==> src/rtl/fsp_pkg.sv <==
package fsp_pkg;
  localparam int unsigned CTRL_W   = 10;
  localparam int unsigned RES_W    = 10;
  localparam int unsigned ADDR_IDX = 5;
  localparam int unsigned CHAN_W   = 3;
  localparam int unsigned PWR_LSB  = 3;
  localparam int unsigned PWR_W    = 2;
  localparam int unsigned SYNC_N   = 2;
endpackage

==> src/rtl/fsp_edge_sync.sv <==
module fsp_edge_sync #(
  parameter int unsigned N      = 4,
  parameter int unsigned STAGES = 2
) (
  input  logic         clk_i,
  input  logic         rst_ni,
  input  logic [N-1:0] pin_i,
  output logic [N-1:0] lvl_o,
  output logic [N-1:0] rise_o,
  output logic [N-1:0] fall_o
);
  for (genvar g = 0; g < N; g++) begin : g_bit
    logic [STAGES-1:0] sync_q;
    logic              dly_q;
    always_ff @(posedge clk_i or negedge rst_ni) begin
      if (!rst_ni) begin
        sync_q <= '0;
        dly_q  <= 1'b0;
      end else begin
        sync_q <= {sync_q[STAGES-2:0], pin_i[g]};
        dly_q  <= sync_q[STAGES-1];
      end
    end
    assign lvl_o[g]  = sync_q[STAGES-1];
    assign rise_o[g] = sync_q[STAGES-1] & ~dly_q;
    assign fall_o[g] = ~sync_q[STAGES-1] & dly_q;
  end
endmodule

==> src/rtl/fsp_write_rx.sv <==
module fsp_write_rx #(
  parameter int unsigned W = 10
) (
  input  logic         clk_i,
  input  logic         rst_ni,
  input  logic         frame_fall_i,
  input  logic         sclk_fall_i,
  input  logic         din_i,
  output logic         word_vld_o,
  output logic [W-1:0] word_o
);
  localparam int unsigned CW = $clog2(W + 1);

  logic          act_q, vld_q;
  logic [CW-1:0] cnt_q;
  logic [W-1:0]  sh_q;

  always_ff @(posedge clk_i or negedge rst_ni) begin
    if (!rst_ni) begin
      act_q <= 1'b0;
      vld_q <= 1'b0;
      cnt_q <= '0;
      sh_q  <= '0;
    end else if (frame_fall_i) begin
      // restart wins over a coincident clock edge
      act_q <= 1'b1;
      vld_q <= 1'b0;
      cnt_q <= '0;
      sh_q  <= '0;
    end else begin
      vld_q <= 1'b0;
      if (act_q && sclk_fall_i) begin
        sh_q <= {sh_q[W-2:0], din_i};
        if (cnt_q == CW'(W - 1)) begin
          act_q <= 1'b0;
          vld_q <= 1'b1;
          cnt_q <= '0;
        end else begin
          cnt_q <= cnt_q + 1'b1;
        end
      end
    end
  end

  assign word_vld_o = vld_q;
  assign word_o     = sh_q;

  a_r2_cnt_range: assert property (@(posedge clk_i) disable iff (!rst_ni)
    cnt_q < CW'(W));
  a_r3_idle_no_word: assert property (@(posedge clk_i) disable iff (!rst_ni)
    (!act_q && !frame_fall_i) |=> !word_vld_o);
  a_r9_restart_clears: assert property (@(posedge clk_i) disable iff (!rst_ni)
    frame_fall_i |=> (cnt_q == '0 && !word_vld_o));
endmodule

==> src/rtl/fsp_read_tx.sv <==
module fsp_read_tx #(
  parameter int unsigned W = 10
) (
  input  logic         clk_i,
  input  logic         rst_ni,
  input  logic         frame_rise_i,
  input  logic         sclk_rise_i,
  input  logic [W-1:0] result_i,
  input  logic         own_i,
  output logic         dout_o,
  output logic         dout_oe_o
);
  localparam int unsigned CW = $clog2(W + 1);

  logic          armed_q, own_q, dout_q, oe_q;
  logic [CW-1:0] cnt_q;
  logic [W-1:0]  sh_q;

  always_ff @(posedge clk_i or negedge rst_ni) begin
    if (!rst_ni) begin
      armed_q <= 1'b0;
      own_q   <= 1'b0;
      dout_q  <= 1'b0;
      oe_q    <= 1'b0;
      cnt_q   <= '0;
      sh_q    <= '0;
    end else if (frame_rise_i) begin
      armed_q <= 1'b1;
      own_q   <= own_i;
      dout_q  <= 1'b0;
      oe_q    <= 1'b0;
      cnt_q   <= '0;
      sh_q    <= result_i;
    end else if (armed_q && sclk_rise_i) begin
      if (cnt_q == CW'(W)) begin
        armed_q <= 1'b0;
        oe_q    <= 1'b0;
        dout_q  <= 1'b0;
        cnt_q   <= '0;
      end else begin
        dout_q <= sh_q[W-1];
        sh_q   <= {sh_q[W-2:0], 1'b0};
        oe_q   <= own_q;
        cnt_q  <= cnt_q + 1'b1;
      end
    end
  end

  assign dout_o    = oe_q & dout_q;
  assign dout_oe_o = oe_q;

  a_r7_release: assert property (@(posedge clk_i) disable iff (!rst_ni)
    (armed_q && sclk_rise_i && !frame_rise_i && cnt_q == CW'(W)) |=> !dout_oe_o);
  a_r5_owner_only: assert property (@(posedge clk_i) disable iff (!rst_ni)
    dout_oe_o |-> own_q);
  a_r6_idle_quiet: assert property (@(posedge clk_i) disable iff (!rst_ni)
    (!armed_q && !frame_rise_i) |=> !dout_oe_o);
endmodule

==> src/rtl/framed_serial_port.sv <==
module framed_serial_port
  import fsp_pkg::*;
(
  input  logic              clk_i,
  input  logic              rst_ni,
  input  logic              sclk_i,
  input  logic              wr_frame_i,
  input  logic              rd_frame_i,
  input  logic              din_i,
  input  logic              addr_pin_i,
  input  logic [RES_W-1:0]  result_i,
  output logic              dout_o,
  output logic              dout_oe_o,
  output logic [CTRL_W-1:0] ctrl_o,
  output logic [CHAN_W-1:0] chan_o,
  output logic [PWR_W-1:0]  pwr_mode_o,
  output logic              owner_o
);
  localparam int unsigned PIN_N = 4;

  logic [PIN_N-1:0] lvl, rise, fall;
  logic             wr_vld;
  logic [CTRL_W-1:0] wr_word;
  logic [CTRL_W-1:0] ctrl_q;
  logic              owner_q;

  fsp_edge_sync #(.N(PIN_N), .STAGES(SYNC_N)) i_sync (
    .clk_i  (clk_i),
    .rst_ni (rst_ni),
    .pin_i  ({din_i, rd_frame_i, wr_frame_i, sclk_i}),
    .lvl_o  (lvl),
    .rise_o (rise),
    .fall_o (fall)
  );

  fsp_write_rx #(.W(CTRL_W)) i_rx (
    .clk_i        (clk_i),
    .rst_ni       (rst_ni),
    .frame_fall_i (fall[1]),
    .sclk_fall_i  (fall[0]),
    .din_i        (lvl[3]),
    .word_vld_o   (wr_vld),
    .word_o       (wr_word)
  );

  fsp_read_tx #(.W(RES_W)) i_tx (
    .clk_i        (clk_i),
    .rst_ni       (rst_ni),
    .frame_rise_i (rise[2]),
    .sclk_rise_i  (rise[0]),
    .result_i     (result_i),
    .own_i        (owner_q),
    .dout_o       (dout_o),
    .dout_oe_o    (dout_oe_o)
  );

  always_ff @(posedge clk_i or negedge rst_ni) begin
    if (!rst_ni) begin
      ctrl_q  <= '0;
      owner_q <= 1'b0;
    end else if (wr_vld) begin
      if (wr_word[ADDR_IDX] == addr_pin_i) begin
        ctrl_q  <= wr_word;
        owner_q <= 1'b1;
      end else begin
        owner_q <= 1'b0;
      end
    end
  end

  assign ctrl_o     = ctrl_q;
  assign chan_o     = ctrl_q[CHAN_W-1:0];
  assign pwr_mode_o = ctrl_q[PWR_LSB +: PWR_W];
  assign owner_o    = owner_q;

  a_r4_addr_gate: assert property (@(posedge clk_i) disable iff (!rst_ni)
    !$stable(ctrl_q) |-> $past(wr_vld && (wr_word[ADDR_IDX] == addr_pin_i)));
  a_r5_owner_grant: assert property (@(posedge clk_i) disable iff (!rst_ni)
    $rose(owner_q) |-> $past(wr_vld));
  a_r8_drive_on_edge: assert property (@(posedge clk_i) disable iff (!rst_ni)
    $rose(dout_oe_o) |-> $past(rise[0]));
endmodule

==> config.mk <==
export PLATFORM = sky130hd
export DESIGN_NAME = framed_serial_port
export DESIGN_NICKNAME = d
export VERILOG_FILES = /design/src/rtl/fsp_pkg.sv /design/src/rtl/fsp_edge_sync.sv /design/src/rtl/fsp_write_rx.sv /design/src/rtl/fsp_read_tx.sv /design/src/rtl/framed_serial_port.sv
export SDC_FILE = /design/constraint.sdc
export NUM_CORES = 1
export LEC_CHECK = 0
export BUFFER_PORTS_ARGS = -buffer_cell sky130_fd_sc_hd__buf_2
export CAP_MARGIN = 10
export CORE_MARGIN = 1
export CORE_UTILIZATION = 50
export DETAILED_ROUTE_END_ITERATION = 8
export GPL_ROUTABILITY_DRIVEN = 1
export PLACE_DENSITY = 0.81
export REMOVE_ABC_BUFFERS = 1
export SETUP_SLACK_MARGIN = 0.02
export SYNTH_ARGS = -nofsm -noshare
export SYNTH_HDL_FRONTEND = slang
export SYNTH_SLANG_ARGS = --single-unit
==> constraint.sdc <==
create_clock -name clk_i -period 1.42 [get_ports clk_i]
set_input_delay 0.284 -clock clk_i [delete_from_list [all_inputs] [get_ports clk_i]]
set_output_delay 0.284 -clock clk_i [all_outputs]
set_load 0.01 [all_outputs]
# Yosys cells after proc, flatten, opt, wreduce, memory -nomap -nowiden
# Index checks and enable logic that the tools add are counted.
# word_totals
register_bits,56
input_bits,17
out_inout_bits,18
word_cells,71
# op_classes
addsub,2
eq_ne,4
n_mux,27
n_bitwise,9
n_reduce_logical,10
# ops
operator,count
$mux W10,5
$mux W4,6
$mux W1,16
$add A4 B1 Y4 const B,2
$eq A4 B4 Y1 const B,2
$reduce_and A2 Y1,4
$reduce_bool A2 Y1,4
$and A1 B1 Y1,5
$not A1 Y1,4
$logic_and A1 B1 Y1,2
$ne A2 B1 Y1 const B,1
$eq A1 B1 Y1,1

# Longest topological paths before layout
# logic_depth
word_depth,5
mapped_depth,6
ltp_nobuf,5

# By module
# Synthesis repeated with hierarchy kept, for this count alone.
# hier_totals
hier_cells,230
area_unflattened_um2,2477.4
# modules_own_cells
module,instances,cells_per_inst,area_per_inst_um2,seq_area_each_um2
fsp_read_tx,1,98,903.4,450.4
fsp_write_rx,1,75,689.4,400.4
framed_serial_port,1,33,504.2,275.3
fsp_edge_sync,1,24,380.4,300.3

# Worst setup path before layout
# OpenSTA, ideal clock, no wires.
# synth_timing
path_type,flip-flop to flip-flop
from,register i_rx.cnt_q[0]
to,register i_rx.cnt_q[2]
setup_time_ns,0.078
t_arrival_ns,1.376
required_time_ns,1.342
path_slack_ns,-0.033
stages_incl_launch_ff,5
path_buffers,0
period_less_slack_ns,1.453
path_cell_list,dfrtp_1 ha_1 and3b_1 or4_1 a21oi_1
# synth_via
elab_chain_len,4
elab_cells_between_ends,5
classes_between,add/sub (1); eq/ne (1); mux (3)
# synth_lines
element,line_no,text
start: declaration,fsp_write_rx.sv:15,logic [CW-1:0] cnt_q;
start signal: assignment,fsp_write_rx.sv:39,cnt_q <= cnt_q + 1'b1;
$add A4 B1 Y4 / $eq A4 B4 Y1 (equally long branches),"fsp_write_rx.sv:39, fsp_write_rx.sv:34",
$mux W4 *,fsp_write_rx.sv:34,if (cnt_q == CW'(W - 1)) begin
$mux W4 *,fsp_write_rx.sv:32,if (act_q && sclk_fall_i) begin
$mux W4 *,fsp_write_rx.sv:24,end else if (frame_fall_i) begin
# Mark *: on every way between the ends. The rest lies on a longest branch, timed or not. The select of a mux whose other input is x is not followed.
# A chain may end at the register's enable or synchronous reset.

# Worst setup path after layout
# layout_timing
from,register i_tx.cnt_q[0]
to,register i_tx.sh_q[9]
# layout_via
elab_chain_len,3
# layout_lines
element,line_no,text
start: declaration,fsp_read_tx.sv:16,logic [CW-1:0] cnt_q;
start signal: assignment,fsp_read_tx.sv:44,cnt_q <= cnt_q + 1'b1;
$eq A4 B4 Y1,fsp_read_tx.sv:35,if (cnt_q == CW'(W)) begin
$ne A2 B1 Y1 (no line),n/a,
$reduce_and A2 Y1 (no line),n/a,
end signal: assignment,fsp_read_tx.sv:33,sh_q <= result_i;
end signal: assignment,fsp_read_tx.sv:42,"sh_q <= {sh_q[W-2:0], 1'b0};"
end: declaration,fsp_read_tx.sv:17,logic [W-1:0] sh_q;
# No other way between the ends.

==> metrics.txt <==
Syn-to-layout area delta=26.6%; vias in the first global route=1,618; Worst Path Buf+Inv=3; first-pass GRT wire length=7160 um; drt first pass iters=4; share of cells above drive strength 1=approximately 34%; Worst-Margin Slew=0.504 ns; Tot GR Track Use=between 10% and 20%; internal power=approximately 2300 uW; pin count of the biggest net entering global routing=21; Netlist Area Pre-Place=approximately 2300 sq um; P per Cell Area=around 1000 nW/um^2; commonest non-fill, non-tap cell in the layout=dfrtp_1; slowest CP cell=dfrtp_1; root buf cell=clkbuf_8; post-DP HPWL=between 2000 and 3000 um; crit-path cells=inv_2, ha_4, buf_6, nand3b_1, buf_6, a31oi_1, a21oi_1; ANT cells=0; die area=~4900 sq um; most frequent cells in the layout=dfrtp_1 (55), buf_2 (34), nand2_1 (30); GR Overflow Total=0; run status=finished with violations; unrepaired setup endpoints after global routing=true; fin worst setup slack=-0.0263 ns; total power=slightly above 3000 uW; fin crit period=between 1 and 1.5 ns; routed vias=~1,800; worst hold path type=in -> reg; delay-heaviest family, CP=flip-flops; Detail Route Antenna Nets=0; Die Y=roughly 70 um; VDD IR max=between 700 and 800 uV; fin crit share=102%; num ports=35; Final Max Tran Viols=0; most common flop cell mapped by yosys=dfrtp_1; type of the worst setup path=reg -> reg; normalized max-slew margin=around two thirds; yosys synthesis warning count=0; Post-Route WL=4580 um; Final Wtd Congestion=about 0.82; CP arrival=1.65 ns; Leakage Power=~0.0014 uW; Core ar.=between 4000 and 5000 sq um; total clock sinks=56; final setup fails=11; Max Root-Sink Buffers=2; final hold violation count=0; 1st-iter DRT viols=between 80 and 90; P_sw=around 800 uW; combinational power share=between 10% and 20%; Design Area, Final=between 2000 and 3000 sq um; clk_lat worst skew=roughly 0.31 ns; Placed Cells=between 300 and 400; fraction of power spent switching nets=roughly a quarter; startpoint types=flop; Max Fclk=~690 MHz; Initial Util=between 50 and 60%; DP Area=about 2700 sq um; Fill cells=between 300 and 400; Final Non-Filler Cells=roughly 320; H-tree depth=2; Synth async-reset ratio=100%; synth unique cells=28; Syn Area/Cell=10.7 sq um; vias per cell=roughly 5.6; TritonCTS clock tree=done; CP required=between 1.5 and 2 ns; Sequential Power Share=between 50% and 60%; Worst Setup End Kind=flop; failing checks=setup timing; TritonCTS buffer count=5; Nets=approximately 290; PortBufs=34; WL/cell=14.3 um; register area share after synthesis=60.1%; initial antenna violation count=0; residual DRC count=0; Mapped Cells=between 200 and 250; clock share of power=between 20% and 30%; Crit Path Max Fanout=4; crit-path max cell delay=0.42 ns; Final Skew=0.0110 ns; Clk pin slew, worst setup/hold paths=roughly 0.1 ns; Post-synth EDFFs=0; Final Util=66.9%; Rows=24; MaxCap Viol Count=0; Yosys reg bits=56; Die W=between 70 and 80 um; cell mode on critical path=buf_6
power groups by stage:
stage	clock, uW	combinational (uW)	sequential [uW]
6_report	894	397	1760
4_1_cts	906	341	1740
5_1_grt	962	442	1770
3_3_place_gp	0	312	1770
2_1_floorplan	0	157	1770
3_5_place_dp	0	320	1780
sequential cells by signal, summed over array words and instances, names as in the netlist, 3 cells and up:
signal and flops:
ctrl_o 10, i_tx.cnt_q 4, i_rx.cnt_q 4, i_sync.g_bit.dly_q 3, i_tx.sh_q 10, i_sync.g_bit.sync_q 8, i_rx.word_o 10
metal layers:
layer  track usage, %  routed length, um  share of wire (%)  vias to the layer above
li1                 -                  -                  -                      846
met1             23.9               1990                 43                      891
met2             29.3               2310                 51                       43
met3             4.47                192                4.2                       10
met4             8.00                 86                1.9                        0
met5                0                  0                  0                        -
kinds of logic after synthesis:
logic type,Yosys count,synth area share (%)
and+or+nand+nor,63,13.5
AOI/OAI and AO/OA,59,13.9
DFF,56,60.1
buffers and inverters,25,5.20
muxes,10,4.83
adders and majority gates,4,2.15
xor gates and xnor gates,1,0.376
layout make-up:
type	instances	area (sq um)	area share, %
clock inverters	2	10.0	0.339
inverters	7	27.5	0.933
multi-input cells	137	923	31.3
repair buffers	61	440	14.9
clock buffers	6	82.6	2.80
well taps	52	65.1	2.20
flip-flops and latches	56	1400	47.5
cells in the mapped netlist, types with 2 or more instances:
| library cell | count | area [sq um] |
|---|---|---|
| a21oi_1 | 27 | 135 |
| a311oi_1 | 2 | 17.5 |
| a31oi_1 | 9 | 56.3 |
| a41oi_1 | 2 | 17.5 |
| and3b_1 | 4 | 35.0 |
| buf_2 | 6 | 30.0 |
| buf_4 | 5 | 37.5 |
| clkbuf_1 | 7 | 26.3 |
| dfrtp_1 | 56 | 1400 |
| ha_1 | 4 | 50.1 |
| inv_1 | 5 | 18.8 |
| mux2_1 | 10 | 113 |
| nand2_1 | 31 | 116 |
| nand2b_1 | 2 | 12.5 |
| nand3_1 | 5 | 25.0 |
| nand3b_1 | 2 | 15.0 |
| nor2_1 | 10 | 37.5 |
| nor2b_1 | 2 | 12.5 |
| o21ai_0 | 9 | 45.0 |
| o21ai_1 | 9 | 45.0 |
| or3_1 | 3 | 18.8 |
| or4_1 | 2 | 15.0 |
stage by stage:
step	setup TNS, ns	hold slack [ns]	worst slack, ns
floorplan	-0.118	-0.0116	-0.0767
global placement	0	0.264	0.00904
detailed placement	-0.0439	0.271	-0.0381
CTS	-0.0466	0.0639	-0.0429
global route	-0.743	0.0573	-0.122
finish	-0.183	0.0673	-0.0263
worst paths after layout:
path | endpoint | from | cells past startpoint | slack (ns)
max | i_tx.sh_q[9]$_DFFE_PN0P_ | i_tx.cnt_q[0]$_DFFE_PN0P_ | 7 | -0.03
min | i_sync.g_bit[1].sync_q[0]$_DFF_PN0_ | wr_frame_i | 1 | 0.07
max reg2reg | i_tx.sh_q[9]$_DFFE_PN0P_ | i_tx.cnt_q[0]$_DFFE_PN0P_ | 7 | -0.03
min reg2reg | i_sync.g_bit[2].sync_q[1]$_DFF_PN0_ | i_sync.g_bit[2].sync_q[0]$_DFF_PN0_ | 0 | 0.35
max in group asynchronous | i_tx.cnt_q[1]$_DFFE_PN0P_ | rst_ni | 3 | 0.49
min in group asynchronous | ctrl_o[8]$_DFFE_PN0P_ | rst_ni | 2 | 0.45
repair_timing:
item | CTS | global route
hold endpoints to repair | 17 | 0
hold buffers | 1 | 0
gates cloned | 0 | 1
buffers inserted | 3 | 2
endpoints found under the setup margin | 3 | 13
gates resized for setup | 3 | 30
pin swaps | 4 | 22
Power figures use the tool's default switching activity.
